**config.mk**
```make
export PLATFORM = sky130hd
export DESIGN_NAME = alu_core
export DESIGN_NICKNAME = d
export VERILOG_FILES = /design/src/rtl/alu_core_pkg.sv /design/src/rtl/alu_bit_slice.sv /design/src/rtl/alu_slice_array.sv /design/src/rtl/alu_flag_unit.sv /design/src/rtl/alu_core.sv
export SDC_FILE = /design/constraint.sdc
export NUM_CORES = 1
export LEC_CHECK = 0
export ABC_AREA = 1
export CORE_ASPECT_RATIO = 1.5
export CORE_MARGIN = 2
export CORE_UTILIZATION = 50
export DETAILED_ROUTE_END_ITERATION = 16
export DONT_BUFFER_PORTS = 1
export PLACE_DENSITY = 0.64
export SYNTH_ARGS = -nofsm -noshare
export SYNTH_HDL_FRONTEND = slang
export SYNTH_SLANG_ARGS = --single-unit
```
**constraint.sdc**
```tcl
create_clock -name vclk -period 27.9
set_input_delay 5.58 -clock vclk [all_inputs]
set_output_delay 5.58 -clock vclk [all_outputs]
set_load 0.01 [all_outputs]
```
**src/rtl/alu_core_pkg.sv**
```systemverilog
package alu_core_pkg;

    typedef enum logic [2:0] {
        OP_AND = 3'b000,
        OP_OR  = 3'b001,
        OP_ADD = 3'b010,
        OP_SUB = 3'b110,
        OP_SLT = 3'b111
    } alu_op_e;

    typedef enum logic [1:0] {
        SEL_AND  = 2'b00,
        SEL_OR   = 2'b01,
        SEL_SUM  = 2'b10,
        SEL_LESS = 2'b11
    } slice_sel_e;

    typedef struct packed {
        logic       invert_b;
        logic       carry_in;
        slice_sel_e sel;
        logic       valid;
    } slice_ctrl_t;

    // The top code bit controls negation; the low two bits pick the slice output.
    function automatic slice_ctrl_t decode_op(input logic [2:0] op);
        slice_ctrl_t c;
        c.invert_b = op[2];
        c.carry_in = op[2];
        c.sel      = slice_sel_e'(op[1:0]);
        case (op)
            OP_AND, OP_OR, OP_ADD, OP_SUB, OP_SLT: c.valid = 1'b1;
            default:                               c.valid = 1'b0;
        endcase
        return c;
    endfunction

endpackage

```
**src/rtl/alu_bit_slice.sv**
```systemverilog
module alu_bit_slice
    import alu_core_pkg::*;
(
    input  logic       a,
    input  logic       b,
    input  logic       cin,
    input  logic       less,
    input  logic       invert_b,
    input  slice_sel_e sel,
    input  logic       valid,
    output logic       res,
    output logic       sum,
    output logic       cout
);
    logic b_eff;

    always_comb begin
        b_eff = b ^ invert_b;
        sum   = a ^ b_eff ^ cin;
        cout  = (a & b_eff) | (a & cin) | (b_eff & cin);
    end

    always_comb begin
        if (!valid) begin
            res = 1'b0;
        end else begin
            case (sel)
                SEL_AND:  res = a & b;
                SEL_OR:   res = a | b;
                SEL_SUM:  res = sum;
                SEL_LESS: res = less;
                default:  res = 1'b0;
            endcase
        end
    end
endmodule

```
**src/rtl/alu_slice_array.sv**
```systemverilog
module alu_slice_array
    import alu_core_pkg::*;
#(
    parameter int WIDTH = 32
) (
    input  logic [WIDTH-1:0] a,
    input  logic [WIDTH-1:0] b,
    input  slice_ctrl_t      ctrl,
    input  logic             less_in,
    output logic [WIDTH-1:0] result,
    output logic [WIDTH-1:0] sum,
    output logic [WIDTH:0]   carry
);
    assign carry[0] = ctrl.carry_in;

    for (genvar i = 0; i < WIDTH; i++) begin : g_slice
        logic less_bit;
        if (i == 0) begin : g_lsb
            assign less_bit = less_in;
        end else begin : g_upper
            assign less_bit = 1'b0;
        end

        alu_bit_slice u_slice (
            .a        (a[i]),
            .b        (b[i]),
            .cin      (carry[i]),
            .less     (less_bit),
            .invert_b (ctrl.invert_b),
            .sel      (ctrl.sel),
            .valid    (ctrl.valid),
            .res      (result[i]),
            .sum      (sum[i]),
            .cout     (carry[i+1])
        );
    end
endmodule

```
**src/rtl/alu_flag_unit.sv**
```systemverilog
module alu_flag_unit #(
    parameter int WIDTH = 32
) (
    input  logic [WIDTH-1:0] result,
    input  logic             sum_msb,
    input  logic             carry_into_msb,
    input  logic             carry_out_msb,
    output logic             zero,
    output logic             overflow,
    output logic             set_less
);
    always_comb begin
        overflow = carry_into_msb ^ carry_out_msb;
        set_less = sum_msb ^ overflow;
        zero     = ~|result;
    end
endmodule

```
**src/rtl/alu_core.sv**
```systemverilog
module alu_core
    import alu_core_pkg::*;
#(
    parameter int WIDTH = 32
) (
    input  logic [WIDTH-1:0] a_i,
    input  logic [WIDTH-1:0] b_i,
    input  logic [2:0]       op_i,
    output logic [WIDTH-1:0] result_o,
    output logic             zero_o,
    output logic             carry_o,
    output logic             overflow_o
);
    localparam int MSB = WIDTH - 1;

    slice_ctrl_t      ctrl;
    logic [WIDTH-1:0] sum_w;
    logic [WIDTH:0]   carry_w;
    logic             set_less_w;

    assign ctrl = decode_op(op_i);

    alu_slice_array #(.WIDTH(WIDTH)) u_array (
        .a       (a_i),
        .b       (b_i),
        .ctrl    (ctrl),
        .less_in (set_less_w),
        .result  (result_o),
        .sum     (sum_w),
        .carry   (carry_w)
    );

    alu_flag_unit #(.WIDTH(WIDTH)) u_flags (
        .result         (result_o),
        .sum_msb        (sum_w[MSB]),
        .carry_into_msb (carry_w[MSB]),
        .carry_out_msb  (carry_w[WIDTH]),
        .zero           (zero_o),
        .overflow       (overflow_o),
        .set_less       (set_less_w)
    );

    assign carry_o = carry_w[WIDTH];
endmodule

```
# Word level (Yosys, flattened, before mapping)
# Index checks and enable logic that the tools add are counted.
# totals
register_bits	0
out_inout_bits	35
latchBits	0
mem_count	0
ram_bits	0
rom_bits	0
# op_classes
n_eq_ne	7
shifts	0
mux	65
div	0
mul	0
magnitude_cmp	0
reduce_logical	5
n_bitwise	322
add_sub_neg	0
# ops
operator	count
1-bit bitwise AND	128
1-bit case mux with 4 select lines	32
1-bit bitwise XOR	98
1-bit OR	96
1-bit two-way mux	33
32-bit OR reduction	1
3-bit equality test (second input constant)	2
5-bit OR reduction	1
2-bit equality test (second input constant)	2
3-bit by 1-bit equality test with 1-bit output (second input constant)	1
3-bit by 2-bit equality test with 1-bit output (second input constant)	1
3-bit zero test	1
2-bit by 1-bit equality test with 1-bit output (second input constant)	1
2-bit zero test	1
1-bit zero test	1

# Longest topological paths before layout
# Gate-level depths: netlist (run 1).
# logic_depth
ltp_word	103
depth_mapped	43

# By module
# A second synthesis (run 1) with hierarchy kept.
# hier_totals
hier_cells	584
area_unflattened_um2	2966.6
# modules_own_cells
module	instances	seq_area_each_um2	cells_per_inst	area_each_um2
alu_bit_slice	32	0.0	17	87.6
alu_flag_unit	1	0.0	33	133.9
alu_core	1	0.0	5	18.8
alu_slice_array	1	0.0	2	11.3

# Least setup slack after synthesis (run 1)
# No wires, ideal clock.
# synth_timing
kind	in2out
from	in op_i[2]
to	out zero_o
path_slack_ns	4.052
cell_stages	42
arrival_time_ns	18.268
n_path_buf	2
cell_sequence	buf_2 buf_2 xnor2_1 fa_1 fa_1 inv_1 fa_1 fa_1 fa_1 fa_1 fa_1 fa_1 fa_1 fa_1 fa_1 fa_1 fa_1 fa_1 (+6 left out) fa_1 fa_1 fa_1 fa_1 fa_1 fa_1 fa_1 fa_1 fa_1 fa_1 fa_1 nand2_1 nand3_1 o21ai_1 nand2_1 nor2_1 nand2_1 nor2_1
# synth_via
elab_chain_len	103
# synth_lines
element	line_no	source
from (decl)	alu_core.sv:8	input logic [2:0] op_i,
1-bit bitwise XOR	alu_bit_slice.sv:18	b_eff = b ^ invert_b;
1-bit bitwise AND	alu_bit_slice.sv:20	cout = (a & b_eff) | (a & cin) | (b_eff & cin);
1-bit OR (2 in series)	alu_bit_slice.sv:20	
1-bit bitwise AND	alu_bit_slice.sv:20	
1-bit OR (2 in series)	alu_bit_slice.sv:20	
1-bit bitwise AND	alu_bit_slice.sv:20	
1-bit OR (2 in series)	alu_bit_slice.sv:20	
1-bit bitwise AND	alu_bit_slice.sv:20	
(+83 left out)	-	
1-bit bitwise AND	alu_bit_slice.sv:20	
1-bit OR (2 in series)	alu_bit_slice.sv:20	
1-bit bitwise XOR	alu_flag_unit.sv:13	overflow = carry_into_msb ^ carry_out_msb;
1-bit bitwise XOR	alu_flag_unit.sv:14	set_less = sum_msb ^ overflow;
1-bit case mux with 4 select lines	alu_bit_slice.sv:27	case (sel)
1-bit two-way mux	alu_bit_slice.sv:24	if (!valid) begin
32-bit OR reduction *	alu_flag_unit.sv:15	zero = ~|result;
1-bit zero test *	alu_flag_unit.sv:15	
to (decl)	alu_core.sv:10	output logic zero_o,
# Every way passes the cells marked *; elsewhere a longest branch is shown, timed or not.

# Worst setup path after layout (run 1)
# Ends and elaborated chain as after synthesis.

==> results.md, run 1 <==
* Via count at ~2200
* Post-route insts no fill at 440
* Crit share post-route at 86.58%
* Initial DRT Pass Iterations at 4
* Share of layout cells above drive strength 1 at 3.495%
* Die Ht at 92.85 um
* Mapped cell area at ~0.0026 mm^2
* Post-synthesis sequential area ratio at 0%
* Final worst path period need at 24.15 ns
* Final RePlAce weighted congestion at 0.8158
* Starting density of the core at roughly half
* Worst Hold End: result_o[14]
* DPL Wire Length at ~5 mm
* Startpoint Class: primary input
* Required @ worst endpoint at 22.32 ns
* Number of global-route vias before repair at roughly 2300
* Slew @ Worst Pin at 0.4831 ns
* CP dominant cell by count: fa_1
* Post-Syn Nets at 520
* DRC violation total after the first TritonRoute iteration at 83
* Arr. time, crit path at 18.57 ns
* Antenna diodes at 0
* Pre-CTS WS at 3.818 ns
* Filler cell count at 585
* Placed cells at 440
* DR WL/cell at approximately 14 um
* PostCTS Resize Cnt at 0
* Largest net degree at the start of global routing at 35
* Outcome: completed
* Final Max Slew Viols at 0
* WP buf/inv at 2
* Max Cap Viol at 0
* Yosys warning count at 0
* GRT Total Usage at a little over a fifth
* Ports at just over 100
* Endpoints failing setup at 0
* Sequential cell count at 0
* Peak VDD IR at between 0.000008 and 0.000009 V
* Final WL at 6.214 mm
* Unrepaired setup endpoints after global routing: false
* Remaining DRCs at 0
* Core Area at 0.005125 mm^2
* Max incr delay on CP at ~0.45 ns
* PwrDens at 21.10 mW/mm^2
* Clkbuf count at 0
* Pleak at 1.282 nW
* CP max-delay cell: fa_1
* Setup TNS at 0 ns
* Antenna-violating nets left at 0
* Worst hold-check path type: in2out
* Worst Setup Slack, final at 3.745 ns
* Initial antenna violation count at 0
* Tot Pwr at approximately 0.049 mW
* Hold Vio Cnt, Final at 0
* CP Class: in2out
* Layout area overhead at -11.22%
* Post-placement cell area at about 0.0023 mm^2
* Delay-heaviest family, CP: adder cells
* Grt total ovfl at 0
* Worst hold path stage count at 4
* Headroom to the max-slew limit at 67.79%
* Global-route wire length before repair at 10.37 mm
* Setup Buffers After CTS at 0
* Gate Count Post-Synth at 421
* Syn Area/Cell at 6.250 um^2
* FF/Latch Area at 0 um^2
* Die area at 0.005871 mm^2
* Synth unique cells at 25
* Final nets at approximately 470
* Largest fanout on the critical path at 33
* Hold Buf Count CTS at 0
* CP Capture Type: output pin
* Final instance area at approximately 0.0023 mm^2
* # rows at 32
* Vias per cell at 5.080
* Die width at 63.23 um
* Max Fclk at 41.40 MHz
* Util after Layout at 45.58%
* Hold Path Origin: b_i[14]
* Hold Worst Slack at approximately 11 ns
* IO Port Bufs at 0
power by group:
group          switching [mW]  internal [mW]
logic                  0.0301         0.0192
registers                   0              0
clock network               0              0
Yosys cell counts:
cell | number | area [um^2]
a21oi_1 | 9 | 45.04
a22oi_1 | 1 | 7.510
buf_2 | 7 | 35.03
buf_4 | 34 | 255.2
buf_6 | 8 | 90.09
fa_1 | 32 | 640.6
inv_1 | 61 | 229.0
inv_2 | 1 | 3.750
inv_4 | 2 | 12.51
nand2_1 | 113 | 424.2
nand2_2 | 3 | 18.77
nand2_4 | 3 | 33.78
nand3_1 | 22 | 110.1
nand4_1 | 2 | 12.51
nor2_1 | 41 | 153.9
nor2_2 | 1 | 6.260
nor2_4 | 1 | 11.26
nor2_8 | 1 | 20.02
o211ai_1 | 1 | 7.510
o21a_1 | 1 | 7.510
o21ai_0 | 29 | 145.1
o21ai_1 | 15 | 75.07
or2_2 | 1 | 6.260
xnor2_1 | 4 | 35.03
xor2_1 | 28 | 245.2
cell families (layout without fill, tap and decap cells):
| logic type | count (synthesis) | after routing | share of synthesized area (%) |
|---|---|---|---|
| AOI/OAI and AO/OA | 56 | 56 | 10.94 |
| xor gates and xnor gates | 32 | 32 | 10.65 |
| adders and majority gates | 32 | 32 | 24.35 |
| buffers and inverters | 113 | 64 | 23.78 |
| and+or+nand+nor | 188 | 188 | 30.29 |
worst max path at each step:
stage / start / to / slack, ns / depth (start not counted)
2_1_floorplan: op_i[2] / zero_o / 4.05 / 42
3_5_place_dp: op_i[2] / zero_o / 3.82 / 41
4_1_cts: op_i[2] / zero_o / 3.78 / 41
5_1_grt: op_i[2] / zero_o / 3.13 / 41
3_3_place_gp: op_i[2] / zero_o / 4.06 / 41
6_report: op_i[2] / zero_o / 3.75 / 41
tightest hold or removal path: cells and delay by family:
family	cells	cell delay, ns
AO/OA/AOI/OAI	1	0.07
AND/OR/NAND/NOR	3	0.12
cell type report:
type	count	area (um^2)	share of cell area (%)
multi-input combinational	308	2006	85.86
inverter	64	245.2	10.50
tap	68	85.08	3.642
layer usage:
metal	up-vias	GRT usage, %	routed length (um)
met5	-	0	0
met4	0	1.268	0
met3	0	4.253	411
met2	60	43.09	3471
met1	1036	24.48	2331
li1	1139	-	-
placed cells by master (no fill, tap or decap), drive strengths merged:
master	netlist	final
xnor2	4	4
fa	32	32
nor2	44	44
a21oi	9	9
inv	64	64
or2	1	1
o21ai	44	44
o211ai	1	1
nand2	119	119
xor2	28	28
nand3	22	22
nand4	2	2
o21a	1	1
a22oi	1	1
Power figures use the tool's default switching activity.
==> run 2, diff against run 1 <==
- clock period: 27.9 -> 29.3 ns (I/O delays scaled with it)
==> run 2 against run 1 <==
- cell count did not move
- routed wire length shrank 1.8%
- cell area is the same
- sequential cell count did not move
- critical path depth did not move
==> results.md, run 2 (synthesized netlist as in run 1, its figures left out) <==
* Core Area at 0.005125 mm^2
* Layout area overhead at -11.22%
* Largest net degree at the start of global routing at 35
* PostCTS Resize Cnt at 0
* WP buf/inv at 2
* Final nets at 473
* Clkbuf count at 0
* Final worst path period need at 24.66 ns
* Initial DRT Pass Iterations at 4
* Peak VDD IR at approximately 0.0000076 V
* Pre-CTS WS at 4.660 ns
* Slew @ Worst Pin at 0.4640 ns
* Share of layout cells above drive strength 1 at about 3.5%
* Max incr delay on CP at 0.44 ns
* Ports at 102
* Global-route wire length before repair at 10.12 mm
* Hold Vio Cnt, Final at 0
* Sequential cell count at 0
* Starting density of the core at 51.34%
* Arr. time, crit path at 18.80 ns
* DRC violation total after the first TritonRoute iteration at 65
* Final WL at 6.103 mm
* Unrepaired setup endpoints after global routing: false
* Remaining DRCs at 0
* Vias per cell at 5.095
* Die Ht at 92.85 um
* Largest fanout on the critical path at 33
* # rows at 32
* Headroom to the max-slew limit at 69.07%
* Endpoints failing setup at 0
* Hold Buf Count CTS at 0
* Die area at 0.005871 mm^2
* Max Fclk at around 41 MHz
* Final RePlAce weighted congestion at slightly above 0.8
* Max Cap Viol at 0
* Delay-heaviest family, CP: adder cells
* Final Max Slew Viols at 0
* Commonest non-fill, non-tap cell in the layout: nand2_1
* PwrDens at around 20 mW/mm^2
* Hold Path Origin: b_i[14]
* Number of global-route vias before repair at 2188
* DPL Wire Length at between 4 and 5 mm
* Setup TNS at 0 ns
* Setup Buffers After CTS at 0
* IO Port Bufs at 0
* Worst Setup Slack, final at 4.638 ns
* Grt total ovfl at 0
* Die width at 63.23 um
* Initial antenna violation count at 0
* Worst hold-check path type: in2out
* Antenna-violating nets left at 0
* Required @ worst endpoint at 23.44 ns
* Worst Hold End: result_o[14]
* GRT Total Usage at a little over a fifth
* Pleak at ~1.3 nW
* CP max-delay cell: fa_1
* FF/Latch Area at 0 um^2
* CP Class: in2out
* Filler cell count at 580
* Worst hold path stage count at 4
* CP dominant cell by count: fa_1
* CP Capture Type: output pin
* Outcome: completed
* DR WL/cell at 13.87 um
* Antenna diodes at 0
* Multi-input logic area at 0.002006 mm^2
* Via count at 2242
* Startpoint Class: primary input
* Crit share post-route at 84.17%
* Commonest non-fill, non-tap cells in the layout: nand2_1 (113), inv_1 (61), nor2_1 (41)
## run 2: cell counts in the layout (fill, tap and decap cells not counted)
No cell type changed its count.
## run 2: worst min-delay path, delay by kind of cell
kind               cells  cell delay [ns]
AOI/OAI and AO/OA      1             0.07
and+or+nand+nor        3             0.12
## run 2: worst max-delay path by stage
| stage | slack [ns] | end | startpoint | cells past startpoint |
|---|---|---|---|---|
| final | 4.64 | zero_o | op_i[2] | 41 |
| after global routing | 4.01 | zero_o | op_i[2] | 41 |
| after CTS | 4.63 | zero_o | a_i[0] | 41 |
| after detailed placement | 4.66 | zero_o | a_i[0] | 41 |
| after global placement | 4.90 | zero_o | op_i[2] | 41 |
| after floorplan | 4.89 | zero_o | op_i[2] | 42 |
## run 2: per-stage QoR
stage          instance area [um^2]  total power [mW]  cells  util [%]  hold slack (ns)
6_report                       2336           0.04667    440     45.58            11.93
2_1_floorplan                  2631           0.04821    421         -            12.01
3_5_place_dp                   2336           0.04730    440     45.58            11.93
4_1_cts                        2336           0.04743    440     45.58            11.93
3_3_place_gp                   2336           0.04635    440     45.58            11.92
5_1_grt                        2336           0.05514    440     45.58            11.95
## run 2: layout make-up
type / instances / area share [%]
Inverter: 64 / 10.50
Multi-Input combinational cell: 308 / 85.86
Tap cell: 68 / 3.642
## run 2: report_power, final
group / internal [mW] / leakage [nW] / switching, mW
Sequential: 0 / 0 / 0
Combinational: 0.0182 / 1.28 / 0.0285
Clock: 0 / 0 / 0
## run 2: routing by layer
| layer | vias up | share of wire [%] | global-route usage [%] | routed length [um] |
|---|---|---|---|---|
| met1 | 1029 | 38 | 25.04 | 2339 |
| met2 | 70 | 54 | 40.60 | 3300 |
| met3 | 4 | 7.1 | 3.767 | 434 |
| met4 | 0 | 0.48 | 0.7246 | 29 |
| met5 | - | 0 | 0 | 0 |
| li1 | 1139 | - | - | - |
